===== config.mk =====
export PLATFORM = sky130hd
export DESIGN_NAME = graceful_reset_ctrl
export DESIGN_NICKNAME = d
export VERILOG_FILES = /design/src/rtl/rstbtn_pkg.sv /design/src/rtl/rstbtn_sync.sv /design/src/rtl/rstbtn_debounce.sv /design/src/rtl/rstbtn_timer.sv /design/src/rtl/graceful_reset_ctrl.sv
export SDC_FILE = /design/constraint.sdc
export NUM_CORES = 1
export LEC_CHECK = 0
export BUFFER_PORTS_ARGS = -buffer_cell sky130_fd_sc_hd__buf_2
export CAP_MARGIN = 20
export CORE_MARGIN = 2
export CORE_UTILIZATION = 59
export DETAILED_ROUTE_END_ITERATION = 6
export PLACE_DENSITY = 0.91
export SETUP_SLACK_MARGIN = 0.1
export SYNTH_ARGS = -nofsm -noshare
export SYNTH_HDL_FRONTEND = slang
export SYNTH_SLANG_ARGS = --single-unit

===== constraint.sdc =====
create_clock -name clk_i -period 2.65 [get_ports clk_i]
set_input_delay 0.1325 -clock clk_i [delete_from_list [all_inputs] [get_ports clk_i]]
set_output_delay 0.1325 -clock clk_i [all_outputs]
set_load 0.005 [all_outputs]

===== src/rtl/rstbtn_pkg.sv =====
`timescale 1ns/1ps
package rstbtn_pkg;

  typedef enum logic [1:0] {
    ST_IDLE      = 2'd0,
    ST_WAIT_IDLE = 2'd1,
    ST_ASSERT    = 2'd2,
    ST_REARM     = 2'd3
  } rb_state_e;

endpackage


===== src/rtl/rstbtn_sync.sv =====
`timescale 1ns/1ps
module rstbtn_sync #(
  parameter int unsigned STAGES  = 2,
  parameter logic        RST_VAL = 1'b1
) (
  input  logic clk_i,
  input  logic rst_ni,
  input  logic d_i,
  output logic q_o
);

  logic [STAGES-1:0] chain_q;
  logic [STAGES-1:0] chain_d;

  generate
    if (STAGES == 1) begin : g_single
      always_comb chain_d = d_i;
    end else begin : g_multi
      always_comb chain_d = {chain_q[STAGES-2:0], d_i};
    end
  endgenerate

  always_ff @(posedge clk_i or negedge rst_ni) begin
    if (!rst_ni) begin
      chain_q <= {STAGES{RST_VAL}};
    end else begin
      chain_q <= chain_d;
    end
  end

  assign q_o = chain_q[STAGES-1];

endmodule


===== src/rtl/rstbtn_debounce.sv =====
`timescale 1ns/1ps
module rstbtn_debounce #(
  parameter int unsigned TICKS = 16
) (
  input  logic clk_i,
  input  logic rst_ni,
  input  logic tick_i,
  input  logic raw_n_i,
  output logic level_n_o
);

  localparam int unsigned CW = (TICKS < 2) ? 1 : $clog2(TICKS + 1);
  localparam logic [CW-1:0] LAST = CW'(TICKS - 1);

  logic          lvl_q, lvl_d;
  logic [CW-1:0] cnt_q, cnt_d;

  // a differing level must survive TICKS strobes in a row
  always_comb begin
    lvl_d = lvl_q;
    cnt_d = cnt_q;
    if (raw_n_i == lvl_q) begin
      cnt_d = '0;
    end else if (tick_i) begin
      if (cnt_q == LAST) begin
        lvl_d = raw_n_i;
        cnt_d = '0;
      end else begin
        cnt_d = cnt_q + CW'(1);
      end
    end
  end

  always_ff @(posedge clk_i or negedge rst_ni) begin
    if (!rst_ni) begin
      lvl_q <= 1'b1;
      cnt_q <= '0;
    end else begin
      lvl_q <= lvl_d;
      cnt_q <= cnt_d;
    end
  end

  assign level_n_o = lvl_q;

endmodule


===== src/rtl/rstbtn_timer.sv =====
`timescale 1ns/1ps
module rstbtn_timer #(
  parameter int unsigned WIDTH = 5
) (
  input  logic             clk_i,
  input  logic             rst_ni,
  input  logic             tick_i,
  input  logic             load_i,
  input  logic [WIDTH-1:0] load_val_i,
  output logic             done_o
);

  logic [WIDTH-1:0] cnt_q, cnt_d;

  always_comb begin
    cnt_d = cnt_q;
    if (load_i) begin
      cnt_d = load_val_i;
    end else if (tick_i && (cnt_q != '0)) begin
      cnt_d = cnt_q - WIDTH'(1);
    end
  end

  always_ff @(posedge clk_i or negedge rst_ni) begin
    if (!rst_ni) begin
      cnt_q <= '0;
    end else begin
      cnt_q <= cnt_d;
    end
  end

  assign done_o = (cnt_q == '0);

endmodule


===== src/rtl/graceful_reset_ctrl.sv =====
`timescale 1ns/1ps
module graceful_reset_ctrl
  import rstbtn_pkg::*;
#(
  parameter int unsigned DEBOUNCE_TICKS = 16,
  parameter int unsigned WAIT_TICKS     = 25,
  parameter int unsigned PULSE_TICKS    = 1,
  parameter int unsigned SYNC_STAGES    = 2
) (
  input  logic clk_i,
  input  logic rst_ni,
  input  logic tick_i,
  input  logic btn_ni,
  input  logic bus_idle_i,
  input  logic sys_on_i,
  input  logic plat_rst_ni,
  output logic rst_req_o
);

  localparam int unsigned TMR_MAX = (WAIT_TICKS > PULSE_TICKS) ? WAIT_TICKS : PULSE_TICKS;
  localparam int unsigned TW      = $clog2(TMR_MAX + 1);
  localparam logic [TW-1:0] WAIT_LOAD  = TW'(WAIT_TICKS);
  localparam logic [TW-1:0] PULSE_LOAD = TW'(PULSE_TICKS);

  logic btn_sync_n;
  logic btn_db_n;
  logic tmr_load;
  logic [TW-1:0] tmr_val;
  logic tmr_done;
  logic rearm_ok;

  rb_state_e state_q, state_d;
  logic      req_q, req_d;

  rstbtn_sync #(
    .STAGES  (SYNC_STAGES),
    .RST_VAL (1'b1)
  ) u_sync (
    .clk_i  (clk_i),
    .rst_ni (rst_ni),
    .d_i    (btn_ni),
    .q_o    (btn_sync_n)
  );

  rstbtn_debounce #(
    .TICKS (DEBOUNCE_TICKS)
  ) u_debounce (
    .clk_i     (clk_i),
    .rst_ni    (rst_ni),
    .tick_i    (tick_i),
    .raw_n_i   (btn_sync_n),
    .level_n_o (btn_db_n)
  );

  // one timer serves both the bus wait and the pulse width
  rstbtn_timer #(
    .WIDTH (TW)
  ) u_timer (
    .clk_i      (clk_i),
    .rst_ni     (rst_ni),
    .tick_i     (tick_i),
    .load_i     (tmr_load),
    .load_val_i (tmr_val),
    .done_o     (tmr_done)
  );

  assign rearm_ok = btn_db_n && sys_on_i && plat_rst_ni;

  always_comb begin
    state_d  = state_q;
    tmr_load = 1'b0;
    tmr_val  = '0;
    unique case (state_q)
      ST_IDLE: begin
        if (!btn_db_n) begin
          tmr_load = 1'b1;
          if (bus_idle_i) begin
            state_d = ST_ASSERT;
            tmr_val = PULSE_LOAD;
          end else begin
            state_d = ST_WAIT_IDLE;
            tmr_val = WAIT_LOAD;
          end
        end
      end
      ST_WAIT_IDLE: begin
        if (bus_idle_i || tmr_done) begin
          state_d  = ST_ASSERT;
          tmr_load = 1'b1;
          tmr_val  = PULSE_LOAD;
        end
      end
      ST_ASSERT: begin
        if (tmr_done) begin
          state_d = ST_REARM;
        end
      end
      ST_REARM: begin
        if (rearm_ok) begin
          state_d = ST_IDLE;
        end
      end
      default: state_d = ST_IDLE;
    endcase
  end

  always_comb req_d = (state_d == ST_ASSERT);

  always_ff @(posedge clk_i or negedge rst_ni) begin
    if (!rst_ni) begin
      state_q <= ST_IDLE;
      req_q   <= 1'b0;
    end else begin
      state_q <= state_d;
      req_q   <= req_d;
    end
  end

  assign rst_req_o = req_q;

endmodule


==> results of run 1 <==
## state kept, by name, indices dropped and copies added (netlist names)
name,flops
rst_req_o,1
state_q,2
u_debounce.cnt_q,5
u_debounce.level_n_o,1
u_sync.chain_q,2
u_timer.cnt_q,5
## repair_timing
action | CTS | global route
endpoints found under the hold margin | 14 | 0
resized for setup | 0 | 0
hold buffers | 2 | 0
endpoints found under the setup margin | 0 | 0
## power by group
| group | internal [mW] | switching (mW) | total, mW |
|---|---|---|---|
| registers | 0.300 | 0.0705 | 0.371 |
| logic | 0.106 | 0.102 | 0.207 |
| clock network | 0.0837 | 0.0794 | 0.163 |
| total | 0.490 | 0.252 | 0.741 |
## logic make-up after synthesis
| kind of cell | Yosys count |
|---|---|
| AO/OA/AOI/OAI | 13 |
| XOR/XNOR | 4 |
| adder cells (fa/ha/maj) | 2 |
| buffers and inverters | 5 |
| flip-flops | 16 |
| multiplexers | 3 |
| AND/OR/NAND/NOR | 34 |
## critical path: cells and delay by family, from the launching register on
family | cells | cell delay [ns]
AND/OR/NAND/NOR | 2 | 0.59
flip-flops | 1 | 0.41
buffers and inverters | 1 | 0.07
adder cells (fa/ha/maj) | 1 | 0.21
AO/OA/AOI/OAI | 2 | 0.56
## final cells by class
cell class | instances | share of cell area
inverter | 4 | 0.0164
clock buffer | 4 | 0.0397
sequential | 16 | 0.442
timing repair buffer | 9 | 0.0602
multi-input combinational | 56 | 0.421
tap | 15 | 0.0205
## layer usage
layer  vias to the layer above  share of wire  GRT usage
li1                        300              -          -
met1                       296           0.45      0.321
met2                        22           0.49      0.395
met3                         4          0.048     0.0489
met4                         0          0.011      0.100
met5                         -              0          0
## worst min-delay path by stage
stage                                to  cells past startpoint   startpoint
floorplan                     rst_req_o                      0       rst_ni
global placement       u_timer.cnt_q[2]                      1       rst_ni
detailed placement  u_debounce.cnt_q[0]                      1       rst_ni
CTS                          state_q[1]                      3  plat_rst_ni
global route                 state_q[1]                      3  plat_rst_ni
finish                       state_q[1]                      3  plat_rst_ni
## cells in the mapped netlist
cell type / count / area (µm²)
a21oi_1: 2 / 10.0
a41oi_1: 1 / 8.76
inv_1: 4 / 15.0
or4b_2: 1 / 10.0
dfstp_2: 3 / 78.8
nor3_1: 1 / 5.00
mux2_2: 2 / 22.5
mux2i_1: 1 / 10.0
nand4_1: 1 / 6.26
or4b_4: 1 / 13.8
a2bb2oi_1: 1 / 8.76
a31o_2: 1 / 8.76
nand3_1: 3 / 15.0
nor2_1: 11 / 41.3
a211oi_1: 1 / 7.51
and2b_2: 1 / 8.76
buf_2: 1 / 5.00
a21o_1: 2 / 15.0
nor3b_1: 1 / 7.51
xnor2_1: 2 / 17.5
ha_1: 2 / 25.0
xor2_1: 2 / 17.5
dfrtp_1: 13 / 325
nand2_1: 9 / 33.8
a31oi_1: 1 / 6.26
nor4_1: 1 / 6.26
nand2b_1: 2 / 12.5
nor4b_1: 1 / 8.76
o32a_1: 1 / 10.0
o21ai_0: 1 / 5.00
a311oi_1: 1 / 8.76
nand4b_1: 1 / 8.76
a311oi_4: 1 / 26.3
## per-stage QoR
step,hold WS [ns],instances,util,power [mW]
floorplan,-0.163,77,-,0.509
global placement,0.0632,98,0.668,0.557
detailed placement,0.0582,98,0.668,0.573
CTS,0.172,104,0.712,0.736
global route,0.176,104,0.712,0.789
finish,0.170,104,0.712,0.741
==> key figures, run 1 <==
Logic synthesis
  • Compound-Gate Fraction of Synth Area: 0.142
  • Avg Synthesized Cell Area: 10.5 µm²
  • Post-Syn Instances: 77
  • Synthesized area: 810 µm²
  • Post-Synth Simple-Gate Area: 0.219
  • Adder-cell area share of the yosys netlist: 0.0309
  • Seq/Total Area, Yosys: 0.499
  • Syn Nets: 86
  • Largest family of logic cells by synthesized area: simple AND/OR/NAND/NOR gates
  • XOR/XNOR share of the synthesized area: 0.0433
  • Synthesized flop and latch total: 16
  • Multiplexer area fraction after synthesis: 0.0402
  • Synth warn: 0
  • Number of distinct library cells after synthesis: 33

Pwr
  • Worst vdd ir: 689 µV
  • Pwr dens: 811 nW/µm²
  • Leakage: 0.417 nW

Critical path
  • R2R setup slack: 0.69 ns
  • Worst Setup End Kind: flip-flop
  • Reg2Reg Depth: 6
  • Critical path type: reg2reg
  • FF-to-FF Start: u_timer.cnt_q[0]
  • CP Data Required Time: 2.83 ns
  • Startpoint class of the critical path: flip-flop
  • Worst EP arrival: 2.14 ns
  • CP cell instances: inv_1 > ha_1 > or4b_4 > a311oi_4 > nor2_1 > o32a_1
  • Worst setup path endpoint: u_timer.cnt_q[3]
  • Crit path from: u_timer.cnt_q[0]
  • Crit path largest cell delay: 0.50 ns
  • CP max stage cell: or4b_4
  • Reg2Reg Capture Point: u_timer.cnt_q[3]
  • CP max FO: 5

Finish
  • Layout Nets: 99
  • Share of cells above drive strength 1: 0.236
  • Commonest non-fill, non-tap cells in the layout: 13 x dfrtp_1, 11 x nor2_1, 9 x nand2_1
  • Multi-input combinational cell area: 385 µm²
  • Syn-to-layout area delta: 13.0%
  • Seq. cell area: 404 µm²
  • Commonest non-fill, non-tap cell in the layout: dfrtp_1
  • Finished layout cell area: 915 µm²
  • # diodes: 0
  • Layout filler cell count: 90

Die
  • Core ar.: 1280 µm²
  • Std cell rows: 13
  • I/O Pins: 8
  • Die width: 41.0 µm
  • Die Ht: 41.0 µm
  • Initial Util: 0.630
  • Die ar.: 1680 µm²

Global route
  • Largest net degree at the start of global routing: 17
  • First-pass GRT wire length: 2.57 mm
  • Total grt overflow: 0
  • Initial antenna violation count: 0
  • Overall global routing resource usage: 0.246
  • Vias in the first global route: 568

Timing
  • Final period util: 0.740
  • Post-route setup slack: 0.690 ns
  • # setup viols final: 0
  • Worst slew margin: 0.492
  • Count of final max-slew check failures: 0
  • Min Tclk post-route: 1.96 ns
  • Fmax: 510 MHz
  • Final hold violations: 0
  • RSZ-0062 raised after global routing: no
  • TNS Setup: 0 ns
  • Setup Skew: 0.00492 ns
  • Slew @ Worst Pin: 0.751 ns

Clock tree
  • Clk root buf: clkbuf_4
  • Worst-path clk slew: 0.10 ns
  • TritonCTS buffer count: 3
  • # H-tree levels: 1
  • Clk buf depth: 2
  • Postcts setup bufs: 0
  • Clock tree sinks: 16
  • CTS tree: built
  • Clk_lat worst skew: 0.29 ns

Run
  • # Max-Cap Violations: 0

Worst hold path
  • Hold WC Path Type: in2reg

Placed design
  • Post-DP Area: 858 µm²
  • Port buffer count: 7
  • Final Wtd Congestion: 0.843
  • Worst slack at placement: 0.719 ns
  • Dpl hpwl: 1.13 mm

Route
  • DRC viols: 0
  • DR vias/cell: 5.98
  • Pre-antenna DRT Iters: 4
  • Routed len/inst: 15.9 µm
  • Total wire length: 1.65 mm
  • Vias: 622
  • ANT nets after route: 0
  • DRT iter0 DRCs: 18

Run status
  • Status: finished, final reports clean
Note: power is estimated with default switching activity, not from simulation.
==> inputs of run 2 (changes only) <==
--- a/config.mk
+++ b/config.mk
@@ -8,9 +8,9 @@
 export BUFFER_PORTS_ARGS = -buffer_cell sky130_fd_sc_hd__buf_2
 export CAP_MARGIN = 20
 export CORE_MARGIN = 2
-export CORE_UTILIZATION = 59
+export CORE_UTILIZATION = 50
 export DETAILED_ROUTE_END_ITERATION = 6
-export PLACE_DENSITY = 0.91
+export PLACE_DENSITY = 0.83
 export SETUP_SLACK_MARGIN = 0.1
 export SYNTH_ARGS = -nofsm -noshare
 export SYNTH_HDL_FRONTEND = slang
==> constraint.sdc (replaced) <==
create_clock -name clk_i -period 1.8 [get_ports clk_i]
set_input_delay 0.09 -clock clk_i [delete_from_list [all_inputs] [get_ports clk_i]]
set_output_delay 0.09 -clock clk_i [all_outputs]
set_load 0.005 [all_outputs]
==> run 2 against run 1 <==
  * Critical path depth stayed put
  * First-iteration DRC count is 72% lower
  * Power is 57% higher
  * Via count is 0.80% higher
  * Count of clock-buffer cells in the layout stayed put
  * Largest power group unchanged
  * Maximum frequency is 13% higher
  * Register-to-register slack worse by 0.62 ns
  * Sequential share of layout area is 3.1 points lower
  * Non-clock buffer count is 7 higher
==> key figures, run 2 (synthesis gave the netlist of run 1 again) <==
Run status
  • Status: finished, final reports clean

Placed design
  • Worst slack at placement: -0.00881 ns (-0.728 ns)
  • Final Wtd Congestion: 0.728 (-14%)
  • Dpl hpwl: 1.09 mm (-3.9%)
  • Post-DP Area: 877 µm² (+2.2%)
  • Port buffer count: 7 (unchanged)

Critical path
  • Startpoint class of the critical path: flip-flop
  • Worst EP arrival: 1.91 ns (-0.23 ns)
  • Reg2Reg Depth: 6 (unchanged)
  • Worst Setup End Kind: flip-flop
  • CP max FO: 4 (-1)
  • Critical path type: reg2reg
  • CP Data Required Time: 1.98 ns (-0.85 ns)

Clock tree
  • Worst-path clk slew: 0.10 ns (about the same)
  • Clk buf depth: 2 (unchanged)
  • # H-tree levels: 1 (unchanged)
  • TritonCTS buffer count: 3 (unchanged)
  • Clk root buf: clkbuf_4
  • Clk_lat worst skew: 0.28 ns (about the same)
  • CTS tree: built
  • Clock tree sinks: 16 (unchanged)

Worst hold path
  • Hold WC Path Type: in2reg
  • Hold path cells: 3 (unchanged)

Die
  • Initial Util: 0.537 (-0.0926)
  • Core ar.: 1510 µm² (+17%)
  • I/O Pins: 8 (unchanged)
  • Die Ht: 44.2 µm (+7.8%)
  • Std cell rows: 14 (+1)
  • Die width: 44.2 µm (+7.8%)
  • Die ar.: 1960 µm² (+16%)

Timing
  • Final hold violations: 0 (unchanged)
  • Slew @ Worst Pin: 0.414 ns (-0.337 ns)
  • Fmax: 577 MHz (+13%)
  • Final period util: 0.962 (+0.223)
  • Min Tclk post-route: 1.73 ns (-0.228 ns)
  • RSZ-0062 raised after global routing: yes
  • Setup Skew: 0.0119 ns (+0.00695 ns)
  • # setup viols final: 0 (unchanged)
  • Worst slew margin: 0.721 (+0.229)
  • TNS Setup: 0 ns (unchanged)
  • Post-route setup slack: 0.0680 ns (-0.622 ns)
  • Count of final max-slew check failures: 0 (unchanged)

Route
  • Routed len/inst: 13.4 µm (-16%)
  • DRT iter0 DRCs: 5 (-13)
  • Pre-antenna DRT Iters: 4 (unchanged)
  • Total wire length: 1.50 mm (-9.1%)
  • ANT nets after route: 0 (unchanged)
  • Vias: 627 (+0.80%)
  • DR vias/cell: 5.60 (-6.4%)
  • DRC viols: 0 (unchanged)

Finish
  • Finished layout cell area: 983 µm² (+7.5%)
  • # diodes: 0 (unchanged)
  • Commonest non-fill, non-tap cells in the layout: 13 x dfrtp_1, 11 x nor2_1, 9 x nand2_1
  • Syn-to-layout area delta: 21.5%
  • Share of cells above drive strength 1: 0.323 (+0.0870)
  • Regs by FF count: u_debounce.cnt_q: 5 flops, u_timer.cnt_q: 5 flops
  • Final core occ: 0.653 (-0.0590)
  • Layout filler cell count: 107 (+19%)
  • Layout Nets: 106 (+7.1%)
  • Commonest non-fill, non-tap cell in the layout: dfrtp_1

Global route
  • Overall global routing resource usage: 0.192 (-0.0540)
  • Largest net degree at the start of global routing: 17 (unchanged)
  • Total grt overflow: 0 (unchanged)
  • Initial antenna violation count: 0 (unchanged)
  • First-pass GRT wire length: 2.75 mm (+7.0%)
  • Vias in the first global route: 652 (+15%)

Pwr
  • Pwr dens: 1180 nW/µm² (+46%)
  • Total Power: 1.16 mW (+57%)
  • Worst vdd ir: 800 µV (+16%)
  • Leakage: 0.448 nW (+7.6%)

Run
  • # Max-Cap Violations: 0 (unchanged)
-- run 2: cell types whose count changed in the layout (fill, tap and decap cells not counted) --
cell | previous run | this run
a211oi_2 | 0 | 1
nor4b_2 | 0 | 1
nand2b_4 | 0 | 1
or4b_2 | 1 | 0
or4b_4 | 1 | 2
clkbuf_1 | 0 | 1
nor4b_1 | 1 | 0
a211oi_1 | 1 | 0
nand2b_1 | 2 | 1
clkbuf_8 | 1 | 0
buf_4 | 0 | 7
ha_2 | 0 | 1
ha_1 | 2 | 1
-- run 2: power by group --
part           internal, mW  switching [mW]  total (mW)  leakage (nW)
clock network        0.0859           0.109       0.195        0.0150
registers             0.442          0.0808       0.523         0.193
logic                 0.249           0.196       0.445         0.240
total                 0.777           0.386        1.16         0.448
-- run 2: what timing repair did --
action,4_1_cts,5_1_grt
setup endpoints to repair,2,8
hold buffers,2,0
buffers inserted,5,0
endpoints found under the hold margin,14,0
gates resized for setup,1,3
pin swaps,3,3
-- run 2: path summary, 6_finish.rpt --
path                                   startpoint                    to  slack (ns)
worst max-delay path             u_timer.cnt_q[0]      u_timer.cnt_q[3]        0.07
worst min-delay path                  plat_rst_ni            state_q[1]        0.13
worst min register to register  u_sync.chain_q[0]     u_sync.chain_q[1]        0.36
max in group asynchronous                  rst_ni  u_debounce.level_n_o        1.25
worst max register to register   u_timer.cnt_q[0]      u_timer.cnt_q[3]        0.07
min in group asynchronous                  rst_ni      u_timer.cnt_q[4]        0.23
-- run 2: final cells by class --
cell class | count | area (µm²) | share of cell area
Clock buffer | 4 | 26.3 | 0.0267
Timing Repair Buffer | 16 | 108 | 0.109
Tap cell | 16 | 20.0 | 0.0204
Multi-Input combinational cell | 56 | 410 | 0.417
Inverter | 4 | 15.0 | 0.0153
Sequential cell | 16 | 404 | 0.411
-- run 2: per-stage QoR --
step | hold WS [ns] | instances
after floorplan | -0.206 | 77
after global placement | 0.0163 | 101
after detailed placement | 0.0224 | 101
after CTS | 0.123 | 112
after global routing | 0.126 | 112
final | 0.134 | 112
-- run 2: per-layer routing --
metal,global-route usage,wire length (µm),vias up
li1,-,-,315
met1,0.263,727,303
met2,0.312,732,7
met3,0.0245,34,2
met4,0.0727,6,0
met5,0,0,-
-- run 2: critical path, cell delays in order (launching register included) --
cell,delay [ns]
dfrtp_1,0.39
inv_1,0.06
ha_2,0.17
or4b_4,0.48
a311oi_4,0.28
nor2_1,0.08
o32a_1,0.16
==> inputs of run 3 (changes only) <==
--- a/config.mk
+++ b/config.mk
@@ -11,7 +11,6 @@
 export CORE_UTILIZATION = 50
 export DETAILED_ROUTE_END_ITERATION = 6
 export PLACE_DENSITY = 0.83
-export SETUP_SLACK_MARGIN = 0.1
 export SYNTH_ARGS = -nofsm -noshare
 export SYNTH_HDL_FRONTEND = slang
 export SYNTH_SLANG_ARGS = --single-unit
==> run 3 against run 2 <==
  * Flip-flop and latch count unchanged
  * Setup slack lost 0.048 ns
  * Count of clock-buffer cells in the layout unchanged
  * Register-to-register slack worse by 0.05 ns
  * Hold slack improved by 0.00088 ns
  * Clock skew down 0.0079 ns
  * Sequential power decreased by 3%
  * Non-clock buffer count unchanged
  * Global-route usage is 1.5 points lower
  * Sequential share of layout area fell by 0.21 points
  * Clock power up 16%
  * First-iteration DRC count grew 140%
  * Critical path type unchanged
  * Critical endpoint is now u_timer.cnt_q[0]
  * Highest routed layer unchanged
==> key figures, run 3 (synthesis gave the netlist of run 1 again) <==
Critical path
  • Worst Setup End Kind: flip-flop
  • CP max FO: 5 (+1)
  • Startpoint class of the critical path: flip-flop
  • Worst EP arrival: 2.00 ns (+0.09 ns)
  • CP Data Required Time: 2.02 ns (+0.04 ns)
  • CP cell instances: inv_2 > ha_4 > or4b_4 > a311oi_4 > buf_4 > nand2b_1
  • Reg2Reg Depth: 6 (unchanged)
  • CP max stage cell: or4b_4
  • Crit path largest cell delay: 0.49 ns (about the same)
  • Critical path type: reg2reg

Finish
  • Share of cells above drive strength 1: 0.344 (+0.0208)
  • Layout Nets: 106 (unchanged)
  • Layout filler cell count: 122 (+14%)
  • Regs by FF count: u_debounce.cnt_q: 5 flops, u_timer.cnt_q: 5 flops
  • Syn-to-layout area delta: 22.1%
  • Commonest non-fill, non-tap cell in the layout: dfrtp_1
  • # diodes: 0 (unchanged)
  • Final core occ: 0.656 (+0.00332)
  • Final cell count without fillers: 112 (unchanged)
  • Commonest non-fill, non-tap cells in the layout: 13 x dfrtp_1, 10 x nor2_1, 9 x nand2_1
  • Finished layout cell area: 988 µm² (+0.51%)

Route
  • DRC viols: 0 (unchanged)
  • DRT iter0 DRCs: 12 (+7)
  • ANT nets after route: 0 (unchanged)
  • Routed len/inst: 12.8 µm (-4.5%)
  • Total wire length: 1.44 mm (-4.5%)
  • Vias: 624 (-0.48%)
  • DR vias/cell: 5.57 (-0.48%)
  • Pre-antenna DRT Iters: 4 (unchanged)

Timing
  • RSZ-0062 raised after global routing: yes
  • Final period util: 0.989 (+0.0267)
  • Slew @ Worst Pin: 0.485 ns (+0.0703 ns)
  • Count of final max-slew check failures: 0 (unchanged)
  • Fmax: 562 MHz (-2.7%)
  • Final hold violations: 0 (unchanged)
  • Worst hold slack: 0.135 ns (+0.000883 ns)
  • Setup Skew: 0.00399 ns (-0.00788 ns)
  • Worst slew margin: 0.672 (-0.0489)
  • Post-route setup slack: 0.0199 ns (-0.0481 ns)
  • # setup viols final: 0 (unchanged)
  • Min Tclk post-route: 1.78 ns (+0.0481 ns)

Global route
  • Largest net degree at the start of global routing: 17 (unchanged)
  • First-pass GRT wire length: 2.54 mm (-7.8%)
  • Vias in the first global route: 599 (-8.1%)
  • Initial antenna violation count: 0 (unchanged)
  • Total grt overflow: 0 (unchanged)
  • Overall global routing resource usage: 0.176 (-0.0153)

Clock tree
  • # H-tree levels: 1 (unchanged)
  • Worst-path clk slew: 0.09 ns (about the same)
  • Clk_lat worst skew: 0.27 ns (about the same)
  • CTS tree: built
  • TritonCTS buffer count: 3 (unchanged)
  • Clk root buf: clkbuf_4
  • Clk buf depth: 2 (unchanged)
  • Clock tree sinks: 16 (unchanged)

Die
  • Initial Util: 0.537 (unchanged)
  • Std cell rows: 14 (unchanged)
  • Die Ht: 44.2 µm (unchanged)
  • Core ar.: 1510 µm² (unchanged)
  • I/O Pins: 8 (unchanged)
  • Die width: 44.2 µm (unchanged)
  • Die ar.: 1960 µm² (unchanged)

Pwr
  • Leakage: 0.449 nW (+0.26%)
  • Pwr dens: 1210 nW/µm² (+2.7%)
  • Worst vdd ir: 680 µV (-15%)

Worst hold path
  • Hold path cells: 2 (-1)
  • Hold WC Path Type: in2reg

Placed design
  • Port buffer count: 7 (unchanged)
  • Post-DP Area: 905 µm² (+3.1%)
  • Dpl hpwl: 1.06 mm (-2.6%)
  • Placed Instances: 105 (+4.0%)
  • Worst slack at placement: -0.0257 ns (-0.0169 ns)
  • Final Wtd Congestion: 0.808 (+11%)

Run status
  • Status: finished, final reports clean

Run
  • # Max-Cap Violations: 0 (unchanged)
==> run 3: path summary, 6_finish.rpt <==
kind | startpoint | endpoint | slack (ns)
worst min-delay path | tick_i | u_debounce.cnt_q[3] | 0.14
max in group asynchronous | rst_ni | u_debounce.level_n_o | 1.25
worst max register to register | u_timer.cnt_q[1] | u_timer.cnt_q[0] | 0.02
min in group asynchronous | rst_ni | u_timer.cnt_q[0] | 0.25
worst min register to register | u_sync.chain_q[0] | u_sync.chain_q[1] | 0.36
worst max-delay path | u_timer.cnt_q[1] | u_timer.cnt_q[0] | 0.02
==> run 3: routing by layer <==
metal	wire length (µm)	share of wire	up-vias	track usage
met5	0	0	-	0
met4	7	0.0049	0	0.0364
met3	54	0.038	2	0.0408
met2	729	0.51	12	0.300
met1	644	0.45	296	0.231
li1	-	-	314	-
==> run 3: layout make-up <==
| cell class | instances | area [µm²] | area share |
|---|---|---|---|
| Timing Repair Buffer | 16 | 108 | 0.109 |
| Multi-Input combinational cell | 56 | 405 | 0.410 |
| Clock buffer | 4 | 36.3 | 0.0367 |
| Sequential cell | 16 | 404 | 0.409 |
| Tap cell | 16 | 20.0 | 0.0203 |
| Inverter | 4 | 15.0 | 0.0152 |
==> run 3: stage by stage <==
step | setup TNS [ns] | power [mW]
6_report | 0 | 1.20
5_1_grt | -0.197 | 1.29
4_1_cts | 0 | 1.14
3_5_place_dp | -0.0534 | 0.908
3_3_place_gp | 0 | 0.890
2_1_floorplan | 0 | 0.749
==> run 3: where the power goes <==
| part | internal [mW] | switching, mW | total (mW) |
|---|---|---|---|
| Clock | 0.123 | 0.105 | 0.227 |
| Sequential | 0.442 | 0.0662 | 0.508 |
| Combinational | 0.262 | 0.203 | 0.465 |
| Total | 0.826 | 0.374 | 1.20 |
==> run 3: worst max-delay path, delay by kind of cell (launching register included) <==
kind                     cells  cell delay [ns]
AO/OA/AOI/OAI                1             0.35
buffers and inverters        2             0.26
AND/OR/NAND/NOR              2             0.59
adder cells (fa/ha/maj)      1             0.14
flip-flops                   1             0.39
==> run 3: repair_timing <==
| item | CTS | global route |
|---|---|---|
| resized for setup | 0 | 6 |
| hold buffers | 2 | 0 |
| pin swaps | 1 | 3 |
| setup endpoints to repair | 4 | 6 |
| hold endpoints to repair | 14 | 0 |
| setup buffers | 0 | 1 |
| gates cloned | 0 | 0 |
